`src/rtl/asp_pkg.sv`:
```
package asp_pkg;
  localparam int DW = 32;

  // register byte offsets
  localparam logic [7:0] OFS_CMD  = 8'h00;
  localparam logic [7:0] OFS_MODE = 8'h04;
  localparam logic [7:0] OFS_STAT = 8'h08;
  localparam logic [7:0] OFS_SCLR = 8'h0C;
  localparam logic [7:0] OFS_SSET = 8'h10;
  localparam logic [7:0] OFS_IEN  = 8'h14;
  localparam logic [7:0] OFS_IDIS = 8'h18;
  localparam logic [7:0] OFS_IMSK = 8'h1C;

  // command bits
  localparam int CB_RX_ON  = 0;
  localparam int CB_RX_OFF = 1;
  localparam int CB_CK_ON  = 2;
  localparam int CB_CK_OFF = 3;
  localparam int CB_TX_ON  = 4;
  localparam int CB_TX_OFF = 5;
  localparam int CB_SRST   = 7;

  // status / interrupt bit positions
  localparam int SB_RXEN  = 0;
  localparam int SB_RXRDY = 1;
  localparam int SB_RXOR  = 2;
  localparam int SB_TXEN  = 4;
  localparam int SB_TXRDY = 5;
  localparam int SB_TXUR  = 6;
  localparam int SB_RXCH  = 8;
  localparam int SB_TXCH  = 20;

  typedef enum logic [3:0] {
    SEL_NONE, SEL_CMD, SEL_MODE, SEL_STAT, SEL_SCLR,
    SEL_SSET, SEL_IEN, SEL_IDIS, SEL_IMSK
  } reg_sel_e;
endpackage

```
`src/rtl/asp_flag_bank.sv`:
```
module asp_flag_bank #(
  parameter int W = 4
) (
  input  logic         clk,
  input  logic         rst_n,
  input  logic         srst,
  input  logic [W-1:0] set,
  input  logic [W-1:0] clr,
  input  logic [W-1:0] frc,
  output logic [W-1:0] q
);
  logic [W-1:0] nxt;

  // clear beats software set, forced (hardware) set beats clear
  always_comb nxt = frc | ((q | set) & ~clr);

  always_ff @(posedge clk or negedge rst_n) begin
    if (!rst_n)    q <= '0;
    else if (srst) q <= '0;
    else           q <= nxt;
  end
endmodule

```
`src/rtl/asp_irq_comb.sv`:
```
module asp_irq_comb #(
  parameter int N = 4
) (
  input  logic [N-1:0] src,
  input  logic [N-1:0] msk,
  output logic         irq
);
  always_comb irq = |(src & msk);
endmodule

```
`src/rtl/asp_regs.sv`:
```
module asp_regs
  import asp_pkg::*;
#(
  parameter int ADDR_W = 8,
  parameter int NCH    = 2
) (
  input  logic              clk,
  input  logic              rst_n,
  input  logic              bus_sel,
  input  logic              bus_wr,
  input  logic [ADDR_W-1:0] bus_addr,
  input  logic [DW-1:0]     bus_wdata,
  output logic [DW-1:0]     bus_rdata,
  input  logic              rx_rdy_i,
  input  logic              tx_rdy_i,
  input  logic [NCH-1:0]    rx_ovr_ev,
  input  logic [NCH-1:0]    tx_udr_ev,
  output logic              rx_on,
  output logic              tx_on,
  output logic              clk_on,
  output logic [DW-1:0]     mode_cfg,
  output logic              irq
);
  localparam int EW = 2 + 2 * NCH; // [0] rx sum, [1] tx sum, rx chans, tx chans
  localparam int CW = 3;           // [0] rx, [1] clk, [2] tx
  localparam int MW = 4;           // [0] rxrdy, [1] rxor, [2] txrdy, [3] txur

  reg_sel_e sel;
  always_comb begin
    sel = SEL_NONE;
    if (bus_sel) begin
      case (bus_addr)
        ADDR_W'(OFS_CMD):  sel = SEL_CMD;
        ADDR_W'(OFS_MODE): sel = SEL_MODE;
        ADDR_W'(OFS_STAT): sel = SEL_STAT;
        ADDR_W'(OFS_SCLR): sel = SEL_SCLR;
        ADDR_W'(OFS_SSET): sel = SEL_SSET;
        ADDR_W'(OFS_IEN):  sel = SEL_IEN;
        ADDR_W'(OFS_IDIS): sel = SEL_IDIS;
        ADDR_W'(OFS_IMSK): sel = SEL_IMSK;
        default:           sel = SEL_NONE;
      endcase
    end
  end

  logic wr, srst;
  assign wr   = bus_sel && bus_wr;
  assign srst = wr && (sel == SEL_CMD) && bus_wdata[CB_SRST];

  // enables
  logic [CW-1:0] en_set, en_clr, en_q;
  always_comb begin
    en_set = '0;
    en_clr = '0;
    if (wr && sel == SEL_CMD) begin
      en_set = {bus_wdata[CB_TX_ON],  bus_wdata[CB_CK_ON],  bus_wdata[CB_RX_ON]};
      en_clr = {bus_wdata[CB_TX_OFF], bus_wdata[CB_CK_OFF], bus_wdata[CB_RX_OFF]};
    end
  end

  asp_flag_bank #(.W(CW)) u_en (
    .clk(clk), .rst_n(rst_n), .srst(srst),
    .set(en_set), .clr(en_clr), .frc('0), .q(en_q)
  );

  // interrupt mask
  logic [MW-1:0] msk_pick, msk_set, msk_clr, msk_q;
  assign msk_pick = {bus_wdata[SB_TXUR], bus_wdata[SB_TXRDY],
                     bus_wdata[SB_RXOR], bus_wdata[SB_RXRDY]};
  assign msk_set  = (wr && sel == SEL_IEN)  ? msk_pick : '0;
  assign msk_clr  = (wr && sel == SEL_IDIS) ? msk_pick : '0;

  asp_flag_bank #(.W(MW)) u_msk (
    .clk(clk), .rst_n(rst_n), .srst(srst),
    .set(msk_set), .clr(msk_clr), .frc('0), .q(msk_q)
  );

  // sticky error flags
  logic [EW-1:0] err_pick, err_set, err_clr, err_hw, err_q;
  assign err_pick = {bus_wdata[SB_TXCH +: NCH], bus_wdata[SB_RXCH +: NCH],
                     bus_wdata[SB_TXUR], bus_wdata[SB_RXOR]};
  assign err_set  = (wr && sel == SEL_SSET) ? err_pick : '0;
  assign err_clr  = (wr && sel == SEL_SCLR) ? err_pick : '0;
  assign err_hw   = {tx_udr_ev, rx_ovr_ev, |tx_udr_ev, |rx_ovr_ev};

  asp_flag_bank #(.W(EW)) u_err (
    .clk(clk), .rst_n(rst_n), .srst(srst),
    .set(err_set), .clr(err_clr), .frc(err_hw), .q(err_q)
  );

  // mode word
  logic [DW-1:0] mode_q;
  always_ff @(posedge clk or negedge rst_n) begin
    if (!rst_n)                      mode_q <= '0;
    else if (srst)                   mode_q <= '0;
    else if (wr && sel == SEL_MODE)  mode_q <= bus_wdata;
  end

  // status and mask words
  logic [DW-1:0] stat_w, msk_w;
  always_comb begin
    stat_w = '0;
    stat_w[SB_RXEN]  = en_q[0];
    stat_w[SB_RXRDY] = rx_rdy_i;
    stat_w[SB_RXOR]  = err_q[0];
    stat_w[SB_TXEN]  = en_q[2];
    stat_w[SB_TXRDY] = tx_rdy_i;
    stat_w[SB_TXUR]  = err_q[1];
    stat_w[SB_RXCH +: NCH] = err_q[2 +: NCH];
    stat_w[SB_TXCH +: NCH] = err_q[2 + NCH +: NCH];
    msk_w = '0;
    msk_w[SB_RXRDY] = msk_q[0];
    msk_w[SB_RXOR]  = msk_q[1];
    msk_w[SB_TXRDY] = msk_q[2];
    msk_w[SB_TXUR]  = msk_q[3];
  end

  always_comb begin
    bus_rdata = '0;
    if (!bus_wr) begin
      case (sel)
        SEL_MODE: bus_rdata = mode_q;
        SEL_STAT: bus_rdata = stat_w;
        SEL_IMSK: bus_rdata = msk_w;
        default:  bus_rdata = '0;
      endcase
    end
  end

  asp_irq_comb #(.N(MW)) u_irq (
    .src({err_q[1], tx_rdy_i, err_q[0], rx_rdy_i}),
    .msk(msk_q),
    .irq(irq)
  );

  assign rx_on    = en_q[0];
  assign clk_on   = en_q[1];
  assign tx_on    = en_q[2];
  assign mode_cfg = mode_q;
endmodule

```
`config.mk`:
```
export PLATFORM = sky130hd
export DESIGN_NAME = asp_regs
export DESIGN_NICKNAME = d
export VERILOG_FILES = /design/src/rtl/asp_pkg.sv /design/src/rtl/asp_flag_bank.sv /design/src/rtl/asp_irq_comb.sv /design/src/rtl/asp_regs.sv
export SDC_FILE = /design/constraint.sdc
export NUM_CORES = 1
export LEC_CHECK = 0
export ABC_AREA = 1
export BUFFER_PORTS_ARGS = -buffer_cell sky130_fd_sc_hd__buf_2
export CAP_MARGIN = 20
export CORE_MARGIN = 2
export CORE_UTILIZATION = 31
export DETAILED_ROUTE_END_ITERATION = 16
export HOLD_SLACK_MARGIN = 0.1
export SYNTH_ARGS = -nofsm -noshare
export SYNTH_HDL_FRONTEND = slang
export SYNTH_SLANG_ARGS = --single-unit
```
`constraint.sdc`:
```
create_clock -name clk -period 2.2 [get_ports clk]
set_clock_uncertainty 0.2 [all_clocks]
set_input_delay 0.44 -clock clk [delete_from_list [all_inputs] [get_ports clk]]
set_output_delay 0.44 -clock clk [all_outputs]
set_load 0.05 [all_outputs]
```
==> flow_metrics.py, run 1 <==
metrics = {
    "status": {
        "status": "finished with violations",
        "violations": "negative setup slack",
    },
    "drt": {
        "wirelength_mm": 8.479,
        "via_count": 2901,
        "via_per_inst": 4.619,
        "first_pass_iters": 4,
        "post_drt_wl_per_cell_um": 13.50,
        "final_antenna_net_count": 0,
        "drt_iter0_markers": 118,
        "post-route-drc-count": 0,
    },
    "synth": {
        "syn_area_mm2": 0.002613,
        "yosys.cell_types.count": 24,
        "synth_commonest_cells": "nand2_1 (114), nor2_1 (61), inv_1 (54), dfrtp_1 (45), nand3_1 (31)",
        "synth.most_common_cell": "nand2_1",
        "asyncSetResetFlopFracSynth_pct": 100.0,
        "synth_warnings": 0,
        "synth_area_leaders": "dfrtp_1 (43%), nand2_1 (16%), nor2_1 (8.8%)",
        "synth-edff-count": 0,
        "ys_seq_area_share_pct": 43.10,
        "syn_nets": 425,
        "synth_area_leader_cell": "dfrtp_1",
        "synth_top_area_share_pct": 43.10,
        "synth_cells": 375,
        "synth_area_per_cell_um2": 6.967,
        "ys.flop_type": "dfrtp_1",
        "ys_seq_elements": 45,
    },
    "floorplanning": {
        "fp-row-count": 33,
        "start_util_pct": 31.96,
        "dieArea_mm2": 0.009178,
        "core-area_mm2": 0.008175,
        "io_pins": 118,
        "dieHeight_um": 95.80,
        "die_w_um": 95.80,
    },
    "timing": {
        "rsz0062_at_grt": "yes",
        "relSlewSlack_pct": 74.66,
        "period_needed_ns": 2.273,
        "hold_violations": 0,
        "setup_violations": 28,
        "max_freq_mhz": 440.0,
        "final_max_slew_viol_count": 0,
        "fin_crit_sh_pct": 103.3,
        "worstMarginPinSlew_ns": 0.3797,
        "setup_ws_ns": -0.07260,
    },
    "finish": {
        "fin_util_pct": 52.74,
        "fin_nets": 572,
        "final_area_mm2": 0.004312,
        "n_fill_cell": 804,
        "antennaDiodeCount": 0,
        "area_growth_syn_to_layout_pct": 65.04,
        "drive_gt1_share_pct": 46.85,
    },
    "place": {
        "place_area_mm2": 0.003797,
        "dp_slack_ns": -0.3309,
        "port_buffers": 117,
        "gp_congestion": 0.8982,
        "dp_hpwl_mm": 6.180,
    },
    "worst_hold_path": {
        "hold_path.startpoint": "bus_wdata[10]",
        "min_path_cells": 3,
        "min_path_type": "input pin to flip-flop",
        "min_to": "mode_cfg[10]$_DFFE_PN0P_",
    },
    "cts": {
        "cts.sinks": 45,
        "h-tree-depth": 2,
        "cts_buffers": 5,
        "cts_tree": "done",
        "insertion_delay_ns": 0.30,
        "cts_root_buf": "clkbuf_8",
        "clk_pin_slew_ns": 0.09,
        "cts.path.max_buffers": 2,
    },
    "critical_path": {
        "critical_path_arrival_ns": 1.63,
        "endpoint_kind": "output port",
        "path_class": "input pin to output port",
        "path_max_fanout": 4,
        "rr_worst_depth": 4,
        "regToRegEndpoint": "u_err.q[0]$_DFF_PN0_",
        "cp-start-kind": "input pin",
        "rrSetupSlack_ns": 1.17,
        "worstPathRequired_ns": 1.56,
        "r2r_start": "u_err.q[0]$_DFF_PN0_",
    },
    "global_route": {
        "grt_usage_pct": 18.33,
        "grt_pass1_wl_mm": 13.09,
        "antenna_found_initial": 0,
        "grt_pass1_vias": 2720,
        "grt_overflow_total": 0,
        "grt_max_degree": 26,
    },
    "power": {
        "p_leak_uw": 0.002194,
        "ir_drop_uv": 200.8,
        "p_per_area_mw_per_mm2": 404.8,
    },
    "job": {
        "max_cap_violations": 0,
    },
}
-- per-stage QoR --
step / TNS, ns / hold slack (ns) / power [uW] / instances
after floorplan: -0.2253 / -0.05559 / 960.2 / 375
after global placement: -4.947 / 0.1301 / 1084 / 614
after detailed placement: -5.917 / 0.1329 / 1086 / 614
after CTS: -0.4377 / 0.1302 / 1756 / 625
after global routing: -3.267 / 0.1287 / 1816 / 628
final: -0.7942 / 0.1351 / 1745 / 628
-- cells in the final DEF (no fill, tap or decap), drive strengths merged --
| cell | synthesis | final |
|---|---|---|
| a21oi | 6 | 6 |
| buf | 10 | 150 |
| bufinv | 0 | 1 |
| clkbuf | 3 | 7 |
| clkinv | 1 | 1 |
| clkinvlp | 0 | 1 |
| dfrtp | 45 | 45 |
| dlygate4sd3 | 0 | 1 |
| inv | 58 | 58 |
| nand2 | 115 | 116 |
| nand3 | 43 | 43 |
| nand4 | 13 | 13 |
| nor2 | 66 | 66 |
| nor3 | 1 | 1 |
| nor3b | 1 | 1 |
| o211ai | 1 | 1 |
| o21ai | 11 | 11 |
| o21bai | 1 | 1 |
-- worst max-delay path: stages --
cell	delay, ns
buf_2	0.12
nor2_2	0.13
nand2_2	0.09
nor2_4	0.14
nand3_4	0.11
buf_6	0.15
o21ai_4	0.15
inv_2	0.06
nor2_4	0.08
buf_6	0.16
-- cells by family (layout without fill, tap and decap cells) --
logic type             Yosys count  count (layout)  synth area share, %
buffers and inverters           72             219                11.21
AO/OA/AOI/OAI                   19              19                3.975
flip-flops                      45              45                43.10
AND/OR/NAND/NOR                239             240                41.72
-- sequential cells by signal, summed over array words and instances (netlist names) --
| signal | flops |
|---|---|
| mode_cfg | 32 |
| u_en.q | 3 |
| u_err.q | 6 |
| u_msk.q | 4 |
-- layer usage --
| metal | vias to the layer above | global-route usage (%) | share of wire, % |
|---|---|---|---|
| met2 | 110 | 30.42 | 47 |
| met5 | - | 0 | 0 |
| met3 | 15 | 4.150 | 7.6 |
| met4 | 0 | 5.119 | 1.9 |
| li1 | 1451 | - | - |
| met1 | 1325 | 24.00 | 43 |
-- cell type report --
cell class | instances | area, um^2 | area share, %
clock buffers | 6 | 82.58 | 1.915
repair buffers | 152 | 1112 | 25.80
clock inverters | 2 | 37.54 | 0.8706
flip-flops and latches | 45 | 1126 | 26.12
inverters | 59 | 234.0 | 5.427
well taps | 105 | 131.4 | 3.047
multi-input cells | 259 | 1588 | 36.83
-- report_power, final --
part | internal (uW) | switching [uW] | total (uW)
Clock | 370 | 293 | 663
Sequential | 839 | 9.72 | 848
Combinational | 83.5 | 151 | 235
-- how the worst max path moves through the flow --
stage	start	endpoint	slack (ns)	cells after the start
CTS	bus_addr[1]	bus_rdata[8]	-0.07	10
finish	bus_addr[6]	bus_rdata[8]	-0.07	10
global route	bus_addr[6]	bus_rdata[21]	-0.16	10
floorplan	bus_sel	bus_rdata[31]	-0.04	6
global placement	bus_sel	bus_rdata[0]	-0.29	10
detailed placement	bus_sel	bus_rdata[8]	-0.33	11
-- timing repair --
| action | CTS | global route |
|---|---|---|
| setup endpoints to repair | 32 | 32 |
| pin swaps | 12 | 3 |
| resized for setup | 82 | 17 |
| cloned | 1 | 2 |
| hold endpoints to repair | 10 | 0 |
| hold buffers | 1 | 0 |
| setup buffers | 1 | 1 |
No activity file was read; power rests on OpenSTA's default activity.
==> run 2, diff against run 1 <==
--- a/config.mk
+++ b/config.mk
@@ -12,6 +12,7 @@
 export CORE_UTILIZATION = 31
 export DETAILED_ROUTE_END_ITERATION = 16
 export HOLD_SLACK_MARGIN = 0.1
+export SKIP_LAST_GASP = 1
 export SYNTH_ARGS = -nofsm -noshare
 export SYNTH_HDL_FRONTEND = slang
 export SYNTH_SLANG_ARGS = --single-unit
==> flow_metrics.py, run 2 (synthesis gave the netlist of run 1 again) <==
metrics = {
    "critical_path": {
        "endpoint_kind": "output port",
        "critical_path_arrival_ns": 1.63,
        "worstPathRequired_ns": 1.56,
        "crit_slowest_cell": "buf_6",
        "path_class": "input pin to output port",
        "cpPeakStageDelay_ns": 0.16,
        "cp-start-kind": "input pin",
        "path_cells": "buf_2, nor2_2, nand2_2, nor2_4, nand3_4, buf_6, o21ai_4, inv_2, nor2_4, buf_6",
        "path_max_fanout": 4,
    },
    "timing": {
        "final_max_slew_viol_count": 0,
        "worstMarginPinSlew_ns": 0.3773,
        "whs_ns": 0.1342,
        "relSlewSlack_pct": 74.82,
        "fin_crit_sh_pct": 103.3,
        "setup_violations": 23,
        "hold_violations": 0,
        "max_freq_mhz": 439.9,
        "rsz0062_at_grt": "yes",
        "period_needed_ns": 2.273,
        "setup_ws_ns": -0.07331,
    },
    "finish": {
        "area_growth_syn_to_layout_pct": 63.98,
        "multiInputGateArea_mm2": 0.001583,
        "fin_util_pct": 52.40,
        "final_common_cell": "nand2_1",
        "stdcell_count": 627,
        "fin_nets": 571,
        "largest_reg_flops": 32,
        "n_fill_cell": 813,
        "final_area_mm2": 0.004284,
        "final_cell_mix": "nand2_1 (109), buf_2 (82), inv_1 (47)",
        "drive_gt1_share_pct": 46.36,
        "antennaDiodeCount": 0,
        "regArea_mm2": 0.001126,
    },
    "place": {
        "port_buffers": 117,
        "dp_cells": 614,
        "gp_congestion": 0.8982,
        "place_area_mm2": 0.003797,
        "dp_hpwl_mm": 6.180,
    },
    "power": {
        "sw_frac_of_total_pct": 26.05,
        "ir_drop_uv": 202.5,
        "p_per_area_mw_per_mm2": 407.7,
        "p_leak_uw": 0.002185,
        "clockPowerShare_pct": 38.0,
        "combPwrFrac_pct": 13.4,
        "p_switching_uw": 454.9,
        "power_frac_seq_pct": 48.6,
        "p_int_uw": 1292,
    },
    "floorplanning": {
        "fp-row-count": 33,
        "dieHeight_um": 95.80,
        "start_util_pct": 31.96,
        "die_w_um": 95.80,
        "dieArea_mm2": 0.009178,
        "io_pins": 118,
        "core-area_mm2": 0.008175,
    },
    "drt": {
        "highest_layer": "met4",
        "post_drt_wl_per_cell_um": 13.31,
        "wirelength_mm": 8.343,
        "met3_length_um": 642,
        "final_antenna_net_count": 0,
        "wl_met2_mm": 3.931,
        "first_pass_iters": 4,
        "drt_iter0_markers": 137,
        "via_count": 2874,
        "via_per_inst": 4.584,
        "post-route-drc-count": 0,
        "met1_length_mm": 3.619,
    },
    "global_route": {
        "grt_overflow_total": 0,
        "grt_max_degree": 26,
        "grt_usage_pct": 18.36,
        "antenna_found_initial": 0,
        "grt_pass1_wl_mm": 13.10,
        "grt_pass1_vias": 2717,
    },
    "cts": {
        "h-tree-depth": 2,
        "cts.path.max_buffers": 2,
        "clk_pin_slew_ns": 0.09,
        "cts_tree": "done",
        "insertion_delay_ns": 0.30,
        "cts_root_buf": "clkbuf_8",
        "cts.sinks": 45,
        "cts_buffers": 5,
    },
    "status": {
        "status": "finished with violations",
        "violations": "negative setup slack",
    },
    "job": {
        "max_cap_violations": 0,
    },
    "worst_hold_path": {
        "min_path_type": "input pin to flip-flop",
    },
}
run 2: layout make-up:
type | instances | area share [%]
sequential | 45 | 26.29
timing repair buffer | 151 | 25.44
clock inverter | 2 | 0.8762
multi-input combinational | 259 | 36.95
clock buffer | 6 | 1.928
inverter | 59 | 5.461
tap | 105 | 3.067
run 2: timing repair:
| item | in CTS | in global routing |
|---|---|---|
| endpoints found under the hold margin | 10 | 0 |
| cloned | 1 | 1 |
| pin swaps | 12 | 3 |
| endpoints found under the setup margin | 32 | 32 |
| setup buffers | 1 | 1 |
| hold buffers | 1 | 0 |
| resized for setup | 79 | 15 |
run 2: path summary, 6_finish.rpt:
kind,depth (start not counted),to,startpoint,slack [ns]
max in group asynchronous,3,mode_cfg[19]$_DFFE_PN0P_,rst_n,0.89
hold reg to reg,2,mode_cfg[3]$_DFFE_PN0P_,mode_cfg[3]$_DFFE_PN0P_,0.32
setup / recovery,10,bus_rdata[8],bus_addr[6],-0.07
setup reg to reg,4,u_err.q[0]$_DFF_PN0_,u_err.q[0]$_DFF_PN0_,1.17
hold / removal,3,mode_cfg[10]$_DFFE_PN0P_,bus_wdata[10],0.13
min in group asynchronous,2,mode_cfg[20]$_DFFE_PN0P_,rst_n,0.36
run 2: through the flow:
stage	setup TNS, ns	setup WS (ns)	power (uW)
5_1_grt	-3.130	-0.1615	1816
4_1_cts	-0.4793	-0.06653	1756
6_report	-0.8614	-0.07331	1747
2_1_floorplan	-0.2253	-0.04032	960.2
3_3_place_gp	-4.947	-0.2872	1084
3_5_place_dp	-5.917	-0.3309	1086
run 2: metal layers:
metal  global-route usage (%)  vias to the layer above
li1                         -                     1447
met1                    23.86                     1302
met4                    5.119                        0
met5                        0                        -
met2                    30.71                      112
met3                    4.150                       13
run 2: power by group through the flow:
stage          clock network (uW)  logic, uW  registers (uW)
6_report                      664        234             848
5_1_grt                       710        255             850
4_1_cts                       673        234             848
3_5_place_dp                    0        222             865
3_3_place_gp                    0        220             864
2_1_floorplan                   0       57.1             903
run 2: worst max-delay path, delay by kind of cell:
| family | cells | cell delay, ns |
|---|---|---|
| AND/OR/NAND/NOR | 5 | 0.55 |
| buffers and inverters | 4 | 0.49 |
| AO/OA/AOI/OAI | 1 | 0.15 |
==> run 3, diff against run 2 <==
--- a/config.mk
+++ b/config.mk
@@ -12,6 +12,7 @@
 export CORE_UTILIZATION = 31
 export DETAILED_ROUTE_END_ITERATION = 16
 export HOLD_SLACK_MARGIN = 0.1
+export PLACE_DENSITY = 0.58
 export SKIP_LAST_GASP = 1
 export SYNTH_ARGS = -nofsm -noshare
 export SYNTH_HDL_FRONTEND = slang
==> flow_metrics.py, run 3 (synthesis gave the netlist of run 1 again) <==
metrics = {
    "finish": {
        "fin_nets": 579,
        "largest_reg_flops": 32,
        "fin_util_pct": 56.63,
        "final_cell_mix": "nand2_1 (105), buf_2 (80), inv_1 (47)",
        "area_growth_syn_to_layout_pct": 77.20,
        "final_common_cell": "nand2_1",
        "stdcell_count": 635,
        "antennaDiodeCount": 0,
        "drive_gt1_share_pct": 48.49,
    },
    "global_route": {
        "grt_max_degree": 25,
        "antenna_found_initial": 0,
        "grt_pass1_vias": 2852,
        "use_met1_pct": 23.94,
        "grt_overflow_total": 0,
        "top_usage_layer": "met2",
        "grtUsageMet3_pct": 3.211,
        "grt_use_met2_pct": 34.27,
        "grt_usage_pct": 19.39,
        "grt_pass1_wl_mm": 13.69,
    },
    "timing": {
        "period_needed_ns": 2.305,
        "setup_violations": 32,
        "max_freq_mhz": 433.9,
        "fin_crit_sh_pct": 104.8,
        "final_max_slew_viol_count": 0,
        "setup_tns_ns": -2.020,
        "setup_ws_ns": -0.1047,
        "relSlewSlack_pct": 60.03,
        "whs_ns": 0.1333,
        "worstMarginPinSlew_ns": 0.5996,
        "rsz0062_at_grt": "yes",
        "hold_violations": 0,
    },
    "cts": {
        "cts_tree": "done",
        "cts_root_buf": "clkbuf_8",
        "clk_pin_slew_ns": 0.09,
        "insertion_delay_ns": 0.30,
        "cts.path.max_buffers": 2,
        "h-tree-depth": 2,
        "cts.sinks": 45,
        "cts_buffers": 5,
    },
    "power": {
        "p_leak_uw": 0.002318,
        "ir_drop_uv": 240.2,
        "p_per_area_mw_per_mm2": 399.8,
        "power_uw": 1851,
    },
    "critical_path": {
        "endpoint_kind": "output port",
        "critical_path_arrival_ns": 1.66,
        "path_class": "input pin to output port",
        "worstPathRequired_ns": 1.56,
        "path_max_fanout": 3,
        "cp-start-kind": "input pin",
    },
    "floorplanning": {
        "dieHeight_um": 95.80,
        "fp-row-count": 33,
        "die_w_um": 95.80,
        "core-area_mm2": 0.008175,
        "dieArea_mm2": 0.009178,
        "start_util_pct": 31.96,
        "io_pins": 118,
    },
    "place": {
        "gp_congestion": 0.8848,
        "dp_cells": 614,
        "dp_hpwl_mm": 6.148,
        "port_buffers": 117,
    },
    "drt": {
        "via_per_inst": 4.679,
        "via_count": 2971,
        "wirelength_mm": 8.713,
        "post-route-drc-count": 0,
        "post_drt_wl_per_cell_um": 13.72,
        "final_antenna_net_count": 0,
        "drt_iter0_markers": 97,
        "first_pass_iters": 4,
    },
    "status": {
        "status": "finished with violations",
        "violations": "negative setup slack",
    },
    "worst_hold_path": {
        "min_path_type": "input pin to flip-flop",
    },
    "job": {
        "max_cap_violations": 0,
    },
}
[run 3: per-stage QoR]
stage                     cell area (um^2)  setup WS [ns]
after global routing                  4629        -0.1702
after global placement                3860        -0.2842
final                                 4629        -0.1047
after detailed placement              3860        -0.3270
after CTS                             4506       -0.05666
after floorplan                       2907       -0.04032
[run 3: cell type report]
class / instances / area, um^2
clock buffer: 5 / 68.82
fill: 747 / 3546
sequential: 45 / 1126
tap: 105 / 131.4
multi-input combinational: 259 / 1624
clock inverter: 3 / 68.82
inverter: 59 / 234.0
timing repair buffer: 159 / 1376
[run 3: worst max-delay path: stages]
cell	delay, ns
buf_2	0.11
inv_2	0.06
nor2_4	0.11
nand2_2	0.07
nor2_4	0.15
buf_6	0.15
buf_6	0.11
nand2_2	0.04
o21ai_1	0.07
inv_1	0.08
nor2_4	0.13
buf_8	0.16
[run 3: metal layers]
layer,part of all wire (%),vias up
li1,-,1458
met1,41,1369
met2,49,131
met3,7.0,13
met4,2.0,0
met5,0,-
[run 3: repair_timing]
item	CTS	global route
setup buffers	4	4
endpoints found under the setup margin	32	32
pin swaps	16	14
gates cloned	4	0
resized for setup	110	30
hold endpoints to repair	23	0
hold buffers	1	0
[run 3: path summary, 6_finish.rpt]
kind	start	end	slack, ns	cells past startpoint
min	bus_wdata[13]	mode_cfg[13]$_DFFE_PN0P_	0.13	3
max in group asynchronous	rst_n	mode_cfg[7]$_DFFE_PN0P_	0.80	3
max reg2reg	u_err.q[1]$_DFF_PN0_	u_err.q[1]$_DFF_PN0_	1.20	4
min in group asynchronous	rst_n	mode_cfg[5]$_DFFE_PN0P_	0.47	2
min reg2reg	mode_cfg[13]$_DFFE_PN0P_	mode_cfg[13]$_DFFE_PN0P_	0.33	2
max	bus_addr[2]	bus_rdata[9]	-0.10	12
[run 3: power by group]
part           total, uW  switching, uW  internal [uW]  leakage [uW]
Combinational        243            155           88.2       0.00166
Clock                760            302            457     0.0000687
Sequential           848           9.76            839      0.000586
